==> src/rtl/uart_irq_pkg.sv <==
package uart_irq_pkg;
  localparam int DATA_W    = 8;
  localparam int CH_STRIDE = 4;
  localparam int TX_OFS    = 0;
  localparam int RX_OFS    = 1;

  // Bits of the status byte that carry a source for n channels
  function automatic logic [DATA_W-1:0] source_bits(input int n);
    logic [DATA_W-1:0] m;
    m = '0;
    for (int c = 0; c < n; c++) begin
      m[c*CH_STRIDE + TX_OFS] = 1'b1;
      m[c*CH_STRIDE + RX_OFS] = 1'b1;
    end
    return m;
  endfunction
endpackage

==> src/rtl/irq_status_pack.sv <==
module irq_status_pack
  import uart_irq_pkg::*;
#(
  parameter int NUM_CH = 2
) (
  input  logic [NUM_CH-1:0] tx_rdy,
  input  logic [NUM_CH-1:0] rx_rdy,
  output logic [DATA_W-1:0] status
);
  localparam int USED_W = NUM_CH * CH_STRIDE;

  logic [USED_W-1:0] packed_bits;

  genvar c;
  generate
    for (c = 0; c < NUM_CH; c++) begin : g_slot
      logic [CH_STRIDE-1:0] slot;
      always_comb begin
        slot         = '0;
        slot[TX_OFS] = tx_rdy[c];
        slot[RX_OFS] = rx_rdy[c];
      end
      assign packed_bits[c*CH_STRIDE +: CH_STRIDE] = slot;
    end
    if (USED_W < DATA_W) begin : g_pad
      assign status = {{(DATA_W-USED_W){1'b0}}, packed_bits};
    end else begin : g_full
      assign status = packed_bits[DATA_W-1:0];
    end
  endgenerate
endmodule

==> src/rtl/irq_mask_reg.sv <==
module irq_mask_reg
  import uart_irq_pkg::*;
#(
  parameter int NUM_CH = 2
) (
  input  logic              clk,
  input  logic              rst,
  input  logic              load,
  input  logic [DATA_W-1:0] din,
  output logic [DATA_W-1:0] mask_q
);
  localparam logic [DATA_W-1:0] KEEP = source_bits(NUM_CH);

  always_ff @(posedge clk) begin
    if (rst)       mask_q <= '0;
    else if (load) mask_q <= din & KEEP;
  end
endmodule

==> src/rtl/irq_line_gen.sv <==
module irq_line_gen
  import uart_irq_pkg::*;
(
  input  logic              clk,
  input  logic              rst,
  input  logic [DATA_W-1:0] status,
  input  logic [DATA_W-1:0] mask,
  output logic              irq
);
  always_ff @(posedge clk) begin
    if (rst) irq <= 1'b0;
    else     irq <= |(status & mask);
  end
endmodule

==> src/rtl/dual_uart_irq_ctrl.sv <==
module dual_uart_irq_ctrl
  import uart_irq_pkg::*;
#(
  parameter int              NUM_CH   = 2,
  parameter int              ADDR_W   = 6,
  parameter logic [ADDR_W-1:0] ISR_ADDR = 6'h14
) (
  input  logic              clk,
  input  logic              rst,
  input  logic              rd_en,
  input  logic              wr_en,
  input  logic [ADDR_W-1:0] addr,
  input  logic [DATA_W-1:0] wdata,
  output logic [DATA_W-1:0] rdata,
  input  logic [NUM_CH-1:0] tx_rdy,
  input  logic [NUM_CH-1:0] rx_rdy,
  output logic              irq
);
  logic              hit;
  logic [DATA_W-1:0] status;
  logic [DATA_W-1:0] mask_q;

  assign hit = (addr == ISR_ADDR);

  irq_status_pack #(.NUM_CH(NUM_CH)) u_pack (
    .tx_rdy (tx_rdy),
    .rx_rdy (rx_rdy),
    .status (status)
  );

  irq_mask_reg #(.NUM_CH(NUM_CH)) u_mask (
    .clk    (clk),
    .rst    (rst),
    .load   (wr_en & hit),
    .din    (wdata),
    .mask_q (mask_q)
  );

  irq_line_gen u_line (
    .clk    (clk),
    .rst    (rst),
    .status (status),
    .mask   (mask_q),
    .irq    (irq)
  );

  always_ff @(posedge clk) begin
    if (rst)               rdata <= '0;
    else if (rd_en && hit) rdata <= status;
    else                   rdata <= '0;
  end
endmodule

==> config.mk <==
export PLATFORM = sky130hd
export DESIGN_NAME = dual_uart_irq_ctrl
export DESIGN_NICKNAME = d
export VERILOG_FILES = /design/src/rtl/uart_irq_pkg.sv /design/src/rtl/irq_status_pack.sv /design/src/rtl/irq_mask_reg.sv /design/src/rtl/irq_line_gen.sv /design/src/rtl/dual_uart_irq_ctrl.sv
export SDC_FILE = /design/constraint.sdc
export NUM_CORES = 1
export LEC_CHECK = 0
export BUFFER_PORTS_ARGS = -buffer_cell sky130_fd_sc_hd__buf_2
export CAP_MARGIN = 5
export CORE_AREA = 2 2 39 41
export CTS_BUF_LIST = sky130_fd_sc_hd__clkbuf_2
export DETAILED_ROUTE_END_ITERATION = 10
export DIE_AREA = 0 0 41 43
export GPL_TIMING_DRIVEN = 1
export PLACE_DENSITY = 0.62
export SLEW_MARGIN = 40
export SYNTH_ARGS = -nofsm -noshare
export SYNTH_HDL_FRONTEND = slang
export SYNTH_SLANG_ARGS = --single-unit
==> constraint.sdc <==
create_clock -name clk -period 1.2 [get_ports clk]
set_clock_uncertainty 0.2 [all_clocks]
set_input_delay 0.18 -clock clk [delete_from_list [all_inputs] [get_ports clk]]
set_output_delay 0.18 -clock clk [all_outputs]
set_load 0.02 [all_outputs]
==> summary.md <==
| Metric | Value |
|---|---|
| Register area | 180 um^2 |
| Final GP Congestion | 0.629 |
| Total global-route track usage | 0.112 |
| Synth cell types | 13 |
| Total CTS buffers | 3 |
| FP Rows | 14 |
| Final worst slack | 30.9 ps |
| Crit end category | flop |
| Die area | 1760 um^2 |
| Fin cells | 87 |
| Cell Chain, Critical Path | dlygate4sd3_1, buf_2, a22oi_1, a21oi_1 |
| Maximum VDD drop | 317 uV |
| Setup total negative slack | 0 ps |
| Synthesized area | 393 um^2 |
| Worst Path Required | 1130 ps |
| Buffers added on ports | 22 |
| Drt total wl | 797 um |
| Final Cycle Share | 0.974 |
| Nets | 94 |
| Leakage power | 0.292 nW |
| # clock sinks | 9 |
| Initial Utilization | 0.284 |
| Layout cells sized above 1 | 0.366 |
| Most frequent cells in the layout | 22 x buf_2, 9 x dlygate4sd3_1, 9 x dfxtp_1 |
| # placed instances | 74 |
| CORE AREA | 1380 um^2 |
| ANT nets after route | 0 |
| Die height | 43 um |
| Die X | 41 um |
| DRC | 0 |
| Commonest non-fill, non-tap cell in the layout | buf_2 |
| Aggregate global routing overflow | 0 |
| Startpoint Class | input port |
| Via count | 353 |
| # setup viols final | 0 |
| Vias in the first global route | 350 |
| Filler cells | 150 |
| Ports | 31 |
| Clock Path Buffers | 2 |
| 1st-pass router iterations | 4 |
| Clock transition at path regs | 90 ps |
| Fin. max-slew vios | 0 |
| Cell area after layout | 603 um^2 |
| Total Power | 0.569 mW |
| Setup CP Type | in2reg |
| Synth warnings | 0 |
| Mean Syn Cell Area | 10.3 um^2 |
| Vias per cell | 4.06 |
| Area of the multi-input gates | 183 um^2 |
| Fmax | 855 MHz |
| Status | finished clean |
| TritonCTS clock tree | done |
| Delay of the slowest critical-path stage | 530 ps |
| Tmin final | 1170 ps |
| Clock Latency Late Sink | 240 ps |
| Mapped Cells | 38 |
| Post-synthesis sequential area ratio | 0.459 |
| RSZ-0062 raised after global routing | no |
| PD cells | 943 nW/um^2 |
| 1st-iter DRT viols | 12 |
| Worst-path fanout max | 2 |
| Clock root buffer | clkbuf_2 |
| Final Util | 0.436 |
| Dpl ws | -137 ps |
| Area grow syn2layout | 53.5% |
| Initial antenna violation count | 0 |
| Flops & latches, synth | 9 |
| CP arrival | 1100 ps |
| Hold Violations, Final | 0 |
| H-Tree Level Count | 1 |
| Global-route wire length before repair | 1280 um |
| Post-place instance area | 493 um^2 |
| Max cap viols | 0 |
| WHS | 111 ps |
| WL/cell | 9.16 um |
| ANT cells | 0 |
| Pin count of the biggest net entering global routing | 11 |
| Critical path's slowest cell | dlygate4sd3_1 |
| Hold Crit Class | in2reg |
[where the power goes]
| group | leakage [nW] | internal (mW) | switching, mW |
|---|---|---|---|
| Sequential | 0.0725 | 0.299 | 0.000363 |
| Clock | 0.0166 | 0.0886 | 0.104 |
| Combinational | 0.203 | 0.0470 | 0.0294 |
| Total | 0.292 | 0.435 | 0.134 |
[path summary, 6_finish.rpt]
check | slack [ps] | depth (start not counted) | startpoint | end
worst max-delay path | 30 | 4 | tx_rdy[0] | u_line.irq
worst max register to register | 310 | 2 | u_mask.mask_q[0] | u_line.irq
worst min-delay path | 110 | 3 | rst | u_mask.mask_q[1]
worst min register to register | 280 | 2 | u_mask.mask_q[1] | u_mask.mask_q[1]
[flip-flops by register name (all words and copies together) (netlist names)]
register	flops
rdata	4
u_line.irq	1
u_mask.mask_q	4
[synthesized netlist by cell type]
master | number | area, um^2
and3_1 | 1 | 6.26
and4bb_1 | 1 | 12.5
and4b_1 | 1 | 10.0
conb_1 | 1 | 3.75
nand2b_1 | 8 | 50.1
nor2_1 | 1 | 3.75
buf_6 | 1 | 11.3
and2_1 | 4 | 25.0
dfxtp_1 | 9 | 180
a21oi_1 | 1 | 5.00
mux2i_1 | 4 | 40.0
buf_4 | 4 | 30.0
a22oi_1 | 2 | 15.0
[worst max-delay path: cells and delay by family]
family	cells	cell delay [ps]
buffers and inverters	2	650
AOI/OAI and AO/OA	2	270
[layout make-up]
cell class | count | area share
clock buffers | 4 | 0.0332
flip-flops and latches | 9 | 0.299
well taps | 16 | 0.0332
multi-input cells | 27 | 0.303
repair buffers | 31 | 0.332
[per-layer routing]
layer  part of all wire  global-route usage  up-vias  routed length [um]
met5                  0                   0        -                   0
met4                  0               0.100        0                   0
met3              0.074              0.0157        0                  59
met2               0.53               0.184       13                 419
met1               0.40               0.110      156                 318
li1                   -                   -      184                   -
[kinds of logic after synthesis]
logic type / count (synthesis) / synth area share
AO/OA/AOI/OAI: 3 / 0.0509
multiplexers: 4 / 0.102
AND/OR/NAND/NOR: 16 / 0.274
flip-flops: 9 / 0.459
buffers and inverters: 5 / 0.105
other: 1 / 0.00954
[repair_timing]
action / CTS / global route
hold buffers: 9 / 0
hold endpoints to repair: 9 / 0
setup buffers: 0 / 0
gates resized for setup: 0 / 0
(Power assumes the default switching activity.)
